$ cat config.mk
export PLATFORM = sky130hd
export DESIGN_NAME = seg_xlate
export DESIGN_NICKNAME = d
export VERILOG_FILES = /design/src/rtl/seg_xlate_pkg.sv /design/src/rtl/seg_table.sv /design/src/rtl/seg_check.sv /design/src/rtl/seg_resp.sv /design/src/rtl/seg_xlate.sv
export SDC_FILE = /design/constraint.sdc
export NUM_CORES = 1
export LEC_CHECK = 0
export BUFFER_PORTS_ARGS = -buffer_cell sky130_fd_sc_hd__buf_2
export CORE_MARGIN = 4
export CORE_UTILIZATION = 63
export DETAILED_ROUTE_END_ITERATION = 16
export PLACE_DENSITY = 0.95
export SYNTH_ARGS = -nofsm -noshare
export SYNTH_HDL_FRONTEND = slang
export SYNTH_SLANG_ARGS = --single-unit
$ cat constraint.sdc
create_clock -name clk -period 8.85 [get_ports clk]
set_clock_uncertainty 0.05 [all_clocks]
set_input_delay 0.885 -clock clk [delete_from_list [all_inputs] [get_ports clk]]
set_output_delay 0.885 -clock clk [all_outputs]
set_load 0.03 [all_outputs]
$ cat src/rtl/seg_xlate_pkg.sv
package seg_xlate_pkg;

   typedef enum logic [1:0] {
      FLT_NONE  = 2'b00,
      FLT_LIMIT = 2'b01,
      FLT_PROT  = 2'b10,
      FLT_INVAL = 2'b11
   } xl_fault_e;

   localparam int PERM_W      = 2;
   localparam int PERM_RD_BIT = 1;
   localparam int PERM_WR_BIT = 0;

   // Power-up image of the table, per entry index
   function automatic logic [31:0] rst_base(input int idx);
      case (idx)
         0:       return 32'h0000_4000;
         2:       return 32'h0000_3000;
         default: return 32'h0000_0000;
      endcase
   endfunction

   function automatic logic [31:0] rst_limit(input int idx);
      case (idx)
         0:       return 32'h0000_06FF;
         1:       return 32'h0000_04FF;
         2:       return 32'h0000_0FFF;
         default: return 32'h0000_0000;
      endcase
   endfunction

   function automatic logic [PERM_W-1:0] rst_perm(input int idx);
      case (idx)
         0:       return 2'b10;
         1, 2:    return 2'b11;
         default: return 2'b00;
      endcase
   endfunction

   function automatic logic rst_valid(input int idx);
      return (idx < 3);
   endfunction

endpackage

$ cat src/rtl/seg_table.sv
module seg_table
   import seg_xlate_pkg::*;
#(
   parameter int SEG_BITS = 2,
   parameter int OFF_W    = 12,
   parameter int PADDR_W  = 16,
   localparam int NSEG    = 1 << SEG_BITS
) (
   input  logic                            clk,
   input  logic                            rst_n,
   input  logic                            priv,
   input  logic                            cfg_we,
   input  logic [SEG_BITS-1:0]             cfg_idx,
   input  logic [PADDR_W-1:0]              cfg_base,
   input  logic [OFF_W-1:0]                cfg_limit,
   input  logic [PERM_W-1:0]               cfg_perm,
   input  logic                            cfg_valid,
   output logic [NSEG-1:0][PADDR_W-1:0]    tbl_base,
   output logic [NSEG-1:0][OFF_W-1:0]      tbl_limit,
   output logic [NSEG-1:0][PERM_W-1:0]     tbl_perm,
   output logic [NSEG-1:0]                 tbl_valid
);

   logic wr_ok;
   assign wr_ok = cfg_we & priv;

   for (genvar i = 0; i < NSEG; i++) begin : g_ent
      logic hit;
      assign hit = wr_ok && (cfg_idx == SEG_BITS'(i));

      always_ff @(posedge clk) begin
         if (!rst_n) begin
            tbl_base[i]  <= PADDR_W'(rst_base(i));
            tbl_limit[i] <= OFF_W'(rst_limit(i));
            tbl_perm[i]  <= rst_perm(i);
            tbl_valid[i] <= rst_valid(i);
         end else if (hit) begin
            tbl_base[i]  <= cfg_base;
            tbl_limit[i] <= cfg_limit;
            tbl_perm[i]  <= cfg_perm;
            tbl_valid[i] <= cfg_valid;
         end
      end
   end

endmodule

$ cat src/rtl/seg_check.sv
module seg_check
   import seg_xlate_pkg::*;
#(
   parameter int SEG_BITS = 2,
   parameter int OFF_W    = 12,
   parameter int PADDR_W  = 16,
   localparam int NSEG    = 1 << SEG_BITS
) (
   input  logic [SEG_BITS-1:0]             seg,
   input  logic [OFF_W-1:0]                off,
   input  logic                            is_write,
   input  logic [NSEG-1:0][PADDR_W-1:0]    tbl_base,
   input  logic [NSEG-1:0][OFF_W-1:0]      tbl_limit,
   input  logic [NSEG-1:0][PERM_W-1:0]     tbl_perm,
   input  logic [NSEG-1:0]                 tbl_valid,
   output logic [PADDR_W-1:0]              paddr,
   output xl_fault_e                       fault
);

   logic [PADDR_W-1:0] e_base;
   logic [OFF_W-1:0]   e_limit;
   logic [PERM_W-1:0]  e_perm;
   logic               e_valid;
   logic               over, denied;

   assign e_base  = tbl_base[seg];
   assign e_limit = tbl_limit[seg];
   assign e_perm  = tbl_perm[seg];
   assign e_valid = tbl_valid[seg];

   assign over   = off > e_limit;
   assign denied = is_write ? !e_perm[PERM_WR_BIT] : !e_perm[PERM_RD_BIT];

   always_comb begin
      if (!e_valid)    fault = FLT_INVAL;
      else if (over)   fault = FLT_LIMIT;
      else if (denied) fault = FLT_PROT;
      else             fault = FLT_NONE;
   end

   // Sum kept to PADDR_W bits: carry out is discarded
   assign paddr = (fault == FLT_NONE) ? PADDR_W'(e_base + PADDR_W'(off)) : '0;

endmodule

$ cat src/rtl/seg_resp.sv
module seg_resp
   import seg_xlate_pkg::*;
#(
   parameter int PADDR_W = 16
) (
   input  logic               clk,
   input  logic               rst_n,
   input  logic               in_valid,
   input  logic [PADDR_W-1:0] in_paddr,
   input  xl_fault_e          in_fault,
   output logic               out_valid,
   output logic [PADDR_W-1:0] out_paddr,
   output logic [1:0]         out_fault
);

   always_ff @(posedge clk) begin
      if (!rst_n) begin
         out_valid <= 1'b0;
         out_paddr <= '0;
         out_fault <= FLT_NONE;
      end else begin
         out_valid <= in_valid;
         out_paddr <= in_valid ? in_paddr : '0;
         out_fault <= in_valid ? in_fault : FLT_NONE;
      end
   end

endmodule

$ cat src/rtl/seg_xlate.sv
module seg_xlate
   import seg_xlate_pkg::*;
#(
   parameter int LADDR_W  = 14,
   parameter int SEG_BITS = 2,
   parameter int PADDR_W  = 16,
   localparam int OFF_W   = LADDR_W - SEG_BITS,
   localparam int NSEG    = 1 << SEG_BITS
) (
   input  logic                clk,
   input  logic                rst_n,
   input  logic                req_valid,
   input  logic [LADDR_W-1:0]  req_addr,
   input  logic                req_write,
   output logic                rsp_valid,
   output logic [PADDR_W-1:0]  rsp_paddr,
   output logic [1:0]          rsp_fault,
   input  logic                priv,
   input  logic                cfg_we,
   input  logic [SEG_BITS-1:0] cfg_idx,
   input  logic [PADDR_W-1:0]  cfg_base,
   input  logic [OFF_W-1:0]    cfg_limit,
   input  logic [1:0]          cfg_perm,
   input  logic                cfg_valid
);

   if (SEG_BITS < 1 || SEG_BITS > 4) begin : g_bad_seg
      $error("seg_xlate: SEG_BITS must be 1..4");
   end
   if (OFF_W < 1) begin : g_bad_off
      $error("seg_xlate: LADDR_W must exceed SEG_BITS");
   end
   if (PADDR_W <= OFF_W) begin : g_bad_pa
      $error("seg_xlate: PADDR_W must exceed the offset width");
   end

   logic [NSEG-1:0][PADDR_W-1:0] tbl_base;
   logic [NSEG-1:0][OFF_W-1:0]   tbl_limit;
   logic [NSEG-1:0][PERM_W-1:0]  tbl_perm;
   logic [NSEG-1:0]              tbl_valid;
   logic [SEG_BITS-1:0]          seg;
   logic [OFF_W-1:0]             off;
   logic [PADDR_W-1:0]           xl_paddr;
   xl_fault_e                    xl_fault;

   assign seg = req_addr[LADDR_W-1 -: SEG_BITS];
   assign off = req_addr[OFF_W-1:0];

   seg_table #(.SEG_BITS(SEG_BITS), .OFF_W(OFF_W), .PADDR_W(PADDR_W)) u_table (
      .clk(clk), .rst_n(rst_n), .priv(priv),
      .cfg_we(cfg_we), .cfg_idx(cfg_idx), .cfg_base(cfg_base),
      .cfg_limit(cfg_limit), .cfg_perm(cfg_perm), .cfg_valid(cfg_valid),
      .tbl_base(tbl_base), .tbl_limit(tbl_limit),
      .tbl_perm(tbl_perm), .tbl_valid(tbl_valid)
   );

   seg_check #(.SEG_BITS(SEG_BITS), .OFF_W(OFF_W), .PADDR_W(PADDR_W)) u_check (
      .seg(seg), .off(off), .is_write(req_write),
      .tbl_base(tbl_base), .tbl_limit(tbl_limit),
      .tbl_perm(tbl_perm), .tbl_valid(tbl_valid),
      .paddr(xl_paddr), .fault(xl_fault)
   );

   seg_resp #(.PADDR_W(PADDR_W)) u_resp (
      .clk(clk), .rst_n(rst_n),
      .in_valid(req_valid), .in_paddr(xl_paddr), .in_fault(xl_fault),
      .out_valid(rsp_valid), .out_paddr(rsp_paddr), .out_fault(rsp_fault)
   );

endmodule

==> impl_metrics.env, run 1 <==
export IMPL_worstMarginPinSlew_ns=1.075
export IMPL_fin_area_mm2=0.007675
export IMPL_ys_dominant_reg_cell="dfxtp_1"
export IMPL_slew_headroom_pct=28.36
export IMPL_cts_tree="done"
export IMPL_crit_arrival_ns=3.96
export IMPL_synth_seq_cells=143
export IMPL_synthArstFlopShare_pct=0
export IMPL_numClockSinks=143
export IMPL_reg2reg_slack_ns=6.01
export IMPL_setup_tns_ns=0
export IMPL_slew_viol_final=0
export IMPL_p_seq_share_pct=41.1
export IMPL_first_pass_iters=6
export IMPL_rsz0062_at_grt="no"
export IMPL_worstPathRequired_ns=9.23
export IMPL_clk_pin_slew_worst_paths_ns=0.06
export IMPL_htreeDepth=4
export IMPL_drive_above_1_share_pct=18.44
export IMPL_die_h_um=110.2
export IMPL_via_per_inst=6.076
export IMPL_grt_max_degree=126
export IMPL_status="completed"
export IMPL_final_common_cell="nand2_1"
export IMPL_die_area_mm2=0.01215
export IMPL_internal_power_mw=1.252
export IMPL_diodes=0
export IMPL_clk_path_buf_depth=2
export IMPL_max_cap_viol_count=0
export IMPL_final_cell_mix="262 x nand2_1, 143 x dfxtp_1, 84 x a21boi_0"
export IMPL_routedWlPerCell_um=18.56
export IMPL_max_stage_delay_ns=0.58
export IMPL_setup_ws_ns=5.271
export IMPL_cp_max_fo=30
export IMPL_grt_overflow=0
export IMPL_critPathLaunchType="input pin"
export IMPL_clkLatencyLatePin_ns=0.53
export IMPL_max_vdd_ir_drop_mv=0.1074
export IMPL_ff2ff_path_depth=9
export IMPL_vias=5803
export IMPL_initial_core_util_pct=64.35
export IMPL_timing_rr_start="u_table.tbl_limit[25]$_SDFFE_PN1P_"
export IMPL_multi_input_area_mm2=0.003462
export IMPL_antenna_found_initial=0
export IMPL_min_to="u_table.tbl_base[60]$_SDFFE_PN0P_"
export IMPL_gr_usage_all_layers_pct=30.71
export IMPL_hold_buffers=0
export IMPL_finalHoldViolCount=0
export IMPL_power_mw=1.630
export IMPL_place_ws_ns=4.777
export IMPL_hold_start="u_table.tbl_base[60]$_SDFFE_PN0P_"
export IMPL_synthCells=752
export IMPL_cts_resized=0
export IMPL_yosysSeqAreaShare_pct=43.48
export IMPL_hpwl_mm=10.17
export IMPL_power_switching_mw=0.3786
export IMPL_p_sw_share_pct=23.22
export IMPL_cp_end_kind="flip-flop"
export IMPL_clockPowerShare_pct=49.7
export IMPL_die_width_um=110.2
export IMPL_avgSynthCellArea_um2=8.755
export IMPL_post_dp_cell_area_mm2=0.007000
export IMPL_critPathBufInv=3
export IMPL_areaGrowthSynthToFinish_pct=16.57
export IMPL_io_buffers=71
export IMPL_rows=37
export IMPL_fillCellCount=676
export IMPL_core_area_mm2=0.01023
export IMPL_path_delay_family="compound AO/OA/AOI/OAI gates"
export IMPL_criticalPathCategory="input pin to flip-flop"
export IMPL_pwr_share_comb_pct=9.2
export IMPL_drtIter0Drc=474
export IMPL_synth_edf_count=0
export IMPL_cts_setup_buffers=0
export IMPL_powerDensity_mw_per_mm2=212.4
export IMPL_root_buffer="clkbuf_8"
export IMPL_remaining_drc_errors=0
export IMPL_synth_cell_types=41
export IMPL_ant_nets=0
export IMPL_synth_cell_area_mm2=0.006584
export IMPL_synthTopCellsByArea="dfxtp_1 43%, nand2_1 15%, mux4_2 10%"
export IMPL_r2r_end="u_resp.out_paddr[6]$_SDFF_PN0_"
export IMPL_finalSetupViolations=0
export IMPL_regArea_mm2=0.002863
export IMPL_fmax_ghz=0.2794
export IMPL_hp_class="flip-flop to flip-flop"
export IMPL_cts_inserted_buffers=17
export IMPL_place_gp_congestion=0.9431
export IMPL_period_needed_ns=3.579
export IMPL_synth_nets=830
export IMPL_hold_ws_ns=0.4132
export IMPL_leakagePower_nw=3.181
export IMPL_yosysTopAreaCell="dfxtp_1"
export IMPL_grt_pass1_wl_mm=28.23
export IMPL_io_pins=72
export IMPL_min_delay_path_depth=2
export IMPL_wl_mm=17.72
export IMPL_slowest_stage="mux4_2"
export IMPL_grt_pass1_vias=5790
export IMPL_synth_top_area_share_pct=43.48
export IMPL_nNetsFinal=884
export IMPL_min_period_over_period_pct=40.44
export IMPL_ys_warn_count=0
export IMPL_crit_chain="buf_2, buf_4, mux4_2, inv_1, ha_1, nor2b_1, o211ai_1, a21oi_1, o31ai_1, nand3_2, a311oi_1"
-- through the flow --
stage,instances,utilization (%)
2_1_floorplan,752,-
3_3_place_gp,923,68.42
3_5_place_dp,923,68.42
4_1_cts,955,75.02
5_1_grt,955,75.02
6_report,955,75.02
-- registers in the layout, indices dropped and copies added (netlist names) --
signal	count
u_table.tbl_limit	48
u_resp.out_fault	2
u_table.tbl_valid	4
u_table.tbl_perm	8
u_table.tbl_base	64
u_resp.out_valid	1
u_resp.out_paddr	16
-- area by class of cell --
cell class | instances | area share, %
multi-input cells | 542 | 45.11
flip-flops and latches | 143 | 37.30
clock buffers | 19 | 5.755
repair buffers | 80 | 5.510
clock inverters | 13 | 3.032
well taps | 136 | 2.217
inverters | 22 | 1.076
-- worst register-to-register path, stage by stage, from the launching register on --
cell      delay (ns)
dfxtp_1         0.32
mux4_2          0.46
inv_1           0.07
ha_1            0.23
nor2b_1         0.13
o211ai_1        0.15
a21oi_1         0.08
o31ai_1         0.56
nand3_2         0.41
a311oi_1        0.29
-- cells in the mapped netlist, types with 3 or more instances --
cell type and instances:
clkbuf_1 40, mux4_2 30, inv_1 22, nand3_1 45
nor2b_1 4, a21o_1 3, a21boi_0 84, ha_1 24
xor2_1 6, nor2_1 19, nand2_1 262, nor3_1 5
dfxtp_1 143, o21ai_0 9, nand4_1 5, xnor2_1 4
a21oi_1 18
-- power by group through the flow --
stage	registers [mW]	logic, mW	clock network [mW]
2_1_floorplan	0.688	0.0906	0
3_3_place_gp	0.683	0.140	0
3_5_place_dp	0.684	0.144	0
4_1_cts	0.670	0.147	0.814
5_1_grt	0.672	0.164	0.846
6_report	0.670	0.150	0.810
-- layer usage --
layer  global-route usage [%]  up-vias  share of wire (%)
met1                    36.86     2761                 39
met3                    8.270       55                 10
met4                    15.13        0                2.8
met5                        0        -                  0
met2                    51.00      329                 49
li1                         -     2658                  -
-- kinds of logic (layout without fill, tap and decap cells) --
family	after synthesis	in the layout	share of synthesized area, %
adders and majority gates	25	25	4.865
muxes	32	32	10.81
DFF	143	143	43.48
xor gates and xnor gates	10	10	1.330
and+or+nand+nor	347	347	21.46
buffers and inverters	67	134	4.238
AOI/OAI and AO/OA	128	128	13.82
-- how the worst max path moves through the flow --
stage	end	slack [ns]	cells past startpoint	startpoint
5_1_grt	u_resp.out_paddr[6]$_SDFF_PN0_	5.04	11	req_addr[12]
3_3_place_gp	u_resp.out_paddr[6]$_SDFF_PN0_	4.85	11	req_addr[12]
3_5_place_dp	u_resp.out_paddr[6]$_SDFF_PN0_	4.78	11	req_addr[12]
4_1_cts	u_resp.out_paddr[6]$_SDFF_PN0_	5.32	11	req_addr[12]
6_report	u_resp.out_paddr[6]$_SDFF_PN0_	5.27	11	req_addr[12]
2_1_floorplan	u_resp.out_paddr[14]$_SDFF_PN0_	5.44	10	req_addr[12]
Note: power is estimated with default switching activity, not from simulation.
==> run 2, diff against run 1 <==
--- a/config.mk
+++ b/config.mk
@@ -7,9 +7,9 @@
 export LEC_CHECK = 0
 export BUFFER_PORTS_ARGS = -buffer_cell sky130_fd_sc_hd__buf_2
 export CORE_MARGIN = 4
-export CORE_UTILIZATION = 63
+export CORE_UTILIZATION = 59
 export DETAILED_ROUTE_END_ITERATION = 16
-export PLACE_DENSITY = 0.95
+export PLACE_DENSITY = 0.9
 export SYNTH_ARGS = -nofsm -noshare
 export SYNTH_HDL_FRONTEND = slang
 export SYNTH_SLANG_ARGS = --single-unit
==> constraint.sdc (replaced) <==
create_clock -name clk -period 3.4 [get_ports clk]
set_clock_uncertainty 0.05 [all_clocks]
set_input_delay 0.34 -clock clk [delete_from_list [all_inputs] [get_ports clk]]
set_output_delay 0.34 -clock clk [all_outputs]
set_load 0.03 [all_outputs]
==> run 2 against run 1 <==
  * Hold slack got worse by 0.40 ns
  * Via count rose by 2.2%
  * Sequential share of layout area barely moved
  * First-iteration DRC count rose by 70%
  * Global-route usage fell by 1.3 points
  * Register-to-register slack got worse by 5.4 ns
  * Setup slack got worse by 4.7 ns
  * Cell area rose by 0.13%
  * Non-clock buffer count rose by 8
==> impl_metrics.env, run 2 (same netlist as run 1, synthesis figures left out) <==
export IMPL_status="completed"
export IMPL_numClockSinks=143
export IMPL_grt_overflow=0
export IMPL_io_pins=72
export IMPL_crit_chain="mux4_2, inv_1, ha_1, a21oi_1, o21ai_0, o31ai_1, nand3_2, a311oi_1"
export IMPL_finalHoldViolCount=0
export IMPL_max_vdd_ir_drop_mv=0.3272
export IMPL_fillCellCount=705
export IMPL_cts_tree="done"
export IMPL_first_pass_iters=5
export IMPL_drtIter0Drc=805
export IMPL_fmax_ghz=0.3553
export IMPL_via_per_inst=6.130
export IMPL_leakagePower_nw=3.191
export IMPL_final_cell_count_no_fill=967
export IMPL_remaining_drc_errors=0
export IMPL_initial_core_util_pct=60.47
export IMPL_slew_headroom_pct=28.53
export IMPL_hpwl_mm=10.89
export IMPL_max_stage_delay_ns=0.49
export IMPL_path_delay_family="compound AO/OA/AOI/OAI gates"
export IMPL_place_gp_congestion=0.9553
export IMPL_largest_reg_flops=64
export IMPL_core_area_mm2=0.01089
export IMPL_wl_mm=18.56
export IMPL_critPathBufInv=1
export IMPL_final_common_cell="nand2_1"
export IMPL_hold_ws_ns=0.01411
export IMPL_place_inst=934
export IMPL_rsz0062_at_grt="no"
export IMPL_clkLatencyLatePin_ns=0.53
export IMPL_die_area_mm2=0.01291
export IMPL_diodes=0
export IMPL_drive_above_1_share_pct=18.86
export IMPL_slowest_stage="o31ai_1"
export IMPL_vias=5928
export IMPL_grt_pass1_vias=5770
export IMPL_finalSetupViolations=0
export IMPL_gr_usage_all_layers_pct=29.38
export IMPL_critPathLaunchType="flip-flop"
export IMPL_powerDensity_mw_per_mm2=525.4
export IMPL_top_regs="u_table.tbl_base: 64 flops, u_table.tbl_limit: 48 flops, u_resp.out_paddr: 16 flops"
export IMPL_worstMarginPinSlew_ns=1.072
export IMPL_routedWlPerCell_um=19.20
export IMPL_nNetsFinal=892
export IMPL_criticalPathCategory="flip-flop to flip-flop"
export IMPL_io_buffers=71
export IMPL_min_period_over_period_pct=82.77
export IMPL_crit_arrival_ns=3.21
export IMPL_cp_max_fo=16
export IMPL_antenna_found_initial=0
export IMPL_period_needed_ns=2.814
export IMPL_worstPathRequired_ns=3.79
export IMPL_cp_end_kind="flip-flop"
export IMPL_cts_setup_buffers=0
export IMPL_ant_nets=0
export IMPL_root_buffer="clkbuf_8"
export IMPL_setup_tns_ns=0
export IMPL_areaGrowthSynthToFinish_pct=16.72
export IMPL_clk_path_buf_depth=2
export IMPL_top_register="u_table.tbl_base"
export IMPL_hp_class="input pin to flip-flop"
export IMPL_max_cap_viol_count=0
export IMPL_grt_max_degree=125
export IMPL_slew_viol_final=0
export IMPL_htreeDepth=4
export IMPL_rows=38
export IMPL_final_cell_mix="262 x nand2_1, 143 x dfxtp_1, 84 x a21boi_0"
export IMPL_clk_pin_slew_worst_paths_ns=0.06
export IMPL_cts_inserted_buffers=17
export IMPL_die_h_um=113.6
export IMPL_grt_pass1_wl_mm=29.93
export IMPL_die_width_um=113.6
run 2: path summary, 6_finish.rpt:
path / start / to / slack (ns) / depth (start not counted)
worst max-delay path: u_table.tbl_limit[45]$_SDFFE_PN0P_ / u_resp.out_paddr[6]$_SDFF_PN0_ / 0.59 / 8
worst min-delay path: cfg_limit[10] / u_table.tbl_limit[22]$_SDFFE_PN1P_ / 0.01 / 3
worst max register to register: u_table.tbl_limit[45]$_SDFFE_PN0P_ / u_resp.out_paddr[6]$_SDFF_PN0_ / 0.59 / 8
worst min register to register: u_table.tbl_perm[2]$_SDFFE_PN1P_ / u_table.tbl_perm[2]$_SDFFE_PN1P_ / 0.42 / 2
run 2: what timing repair did:
item / in CTS / in global routing
hold buffers: 1 / 0
resized for setup: 0 / 0
hold endpoints to repair: 1 / 0
run 2: area by class of cell:
cell class	instances	area, µm²	share of cell area [%]
tap	140	175.2	2.279
clock buffer	22	462.9	6.024
timing repair buffer	88	510.5	6.643
inverter	22	82.58	1.075
multi-input combinational	542	3457	44.99
sequential	143	2863	37.25
clock inverter	10	133.9	1.742
run 2: metrics by stage:
stage / utilization [%] / power (mW) / instance area (µm²) / worst slack (ns)
floorplan: - / 2.027 / 6584 / 0.5312
global placement: 65.01 / 2.153 / 7078 / 0.2502
CTS: 70.58 / 4.025 / 7685 / 0.6319
finish: 70.58 / 4.038 / 7685 / 0.5857
global route: 70.58 / 4.139 / 7685 / 0.4063
detailed placement: 65.01 / 2.163 / 7078 / 0.1627
run 2: worst register-to-register path, stage by stage (launching register included):
cell      delay [ns]
dfxtp_1         0.32
mux4_2          0.47
inv_1           0.11
ha_1            0.25
a21oi_1         0.24
o21ai_0         0.12
o31ai_1         0.49
nand3_2         0.38
a311oi_1        0.29
run 2: routing by layer:
layer | up-vias | part of all wire, % | GRT usage [%]
met4 | 0 | 4.2 | 12.66
li1 | 2666 | - | -
met1 | 2820 | 38 | 37.00
met3 | 83 | 10 | 7.480
met2 | 359 | 47 | 47.98
met5 | - | 0 | 0
run 2: power breakdown:
| group | leakage, nW | switching [mW] | internal, mW |
|---|---|---|---|
| combinational | 1.74 | 0.243 | 0.163 |
| clock | 0.291 | 0.710 | 1.17 |
| sequential | 1.16 | 0.0245 | 1.72 |
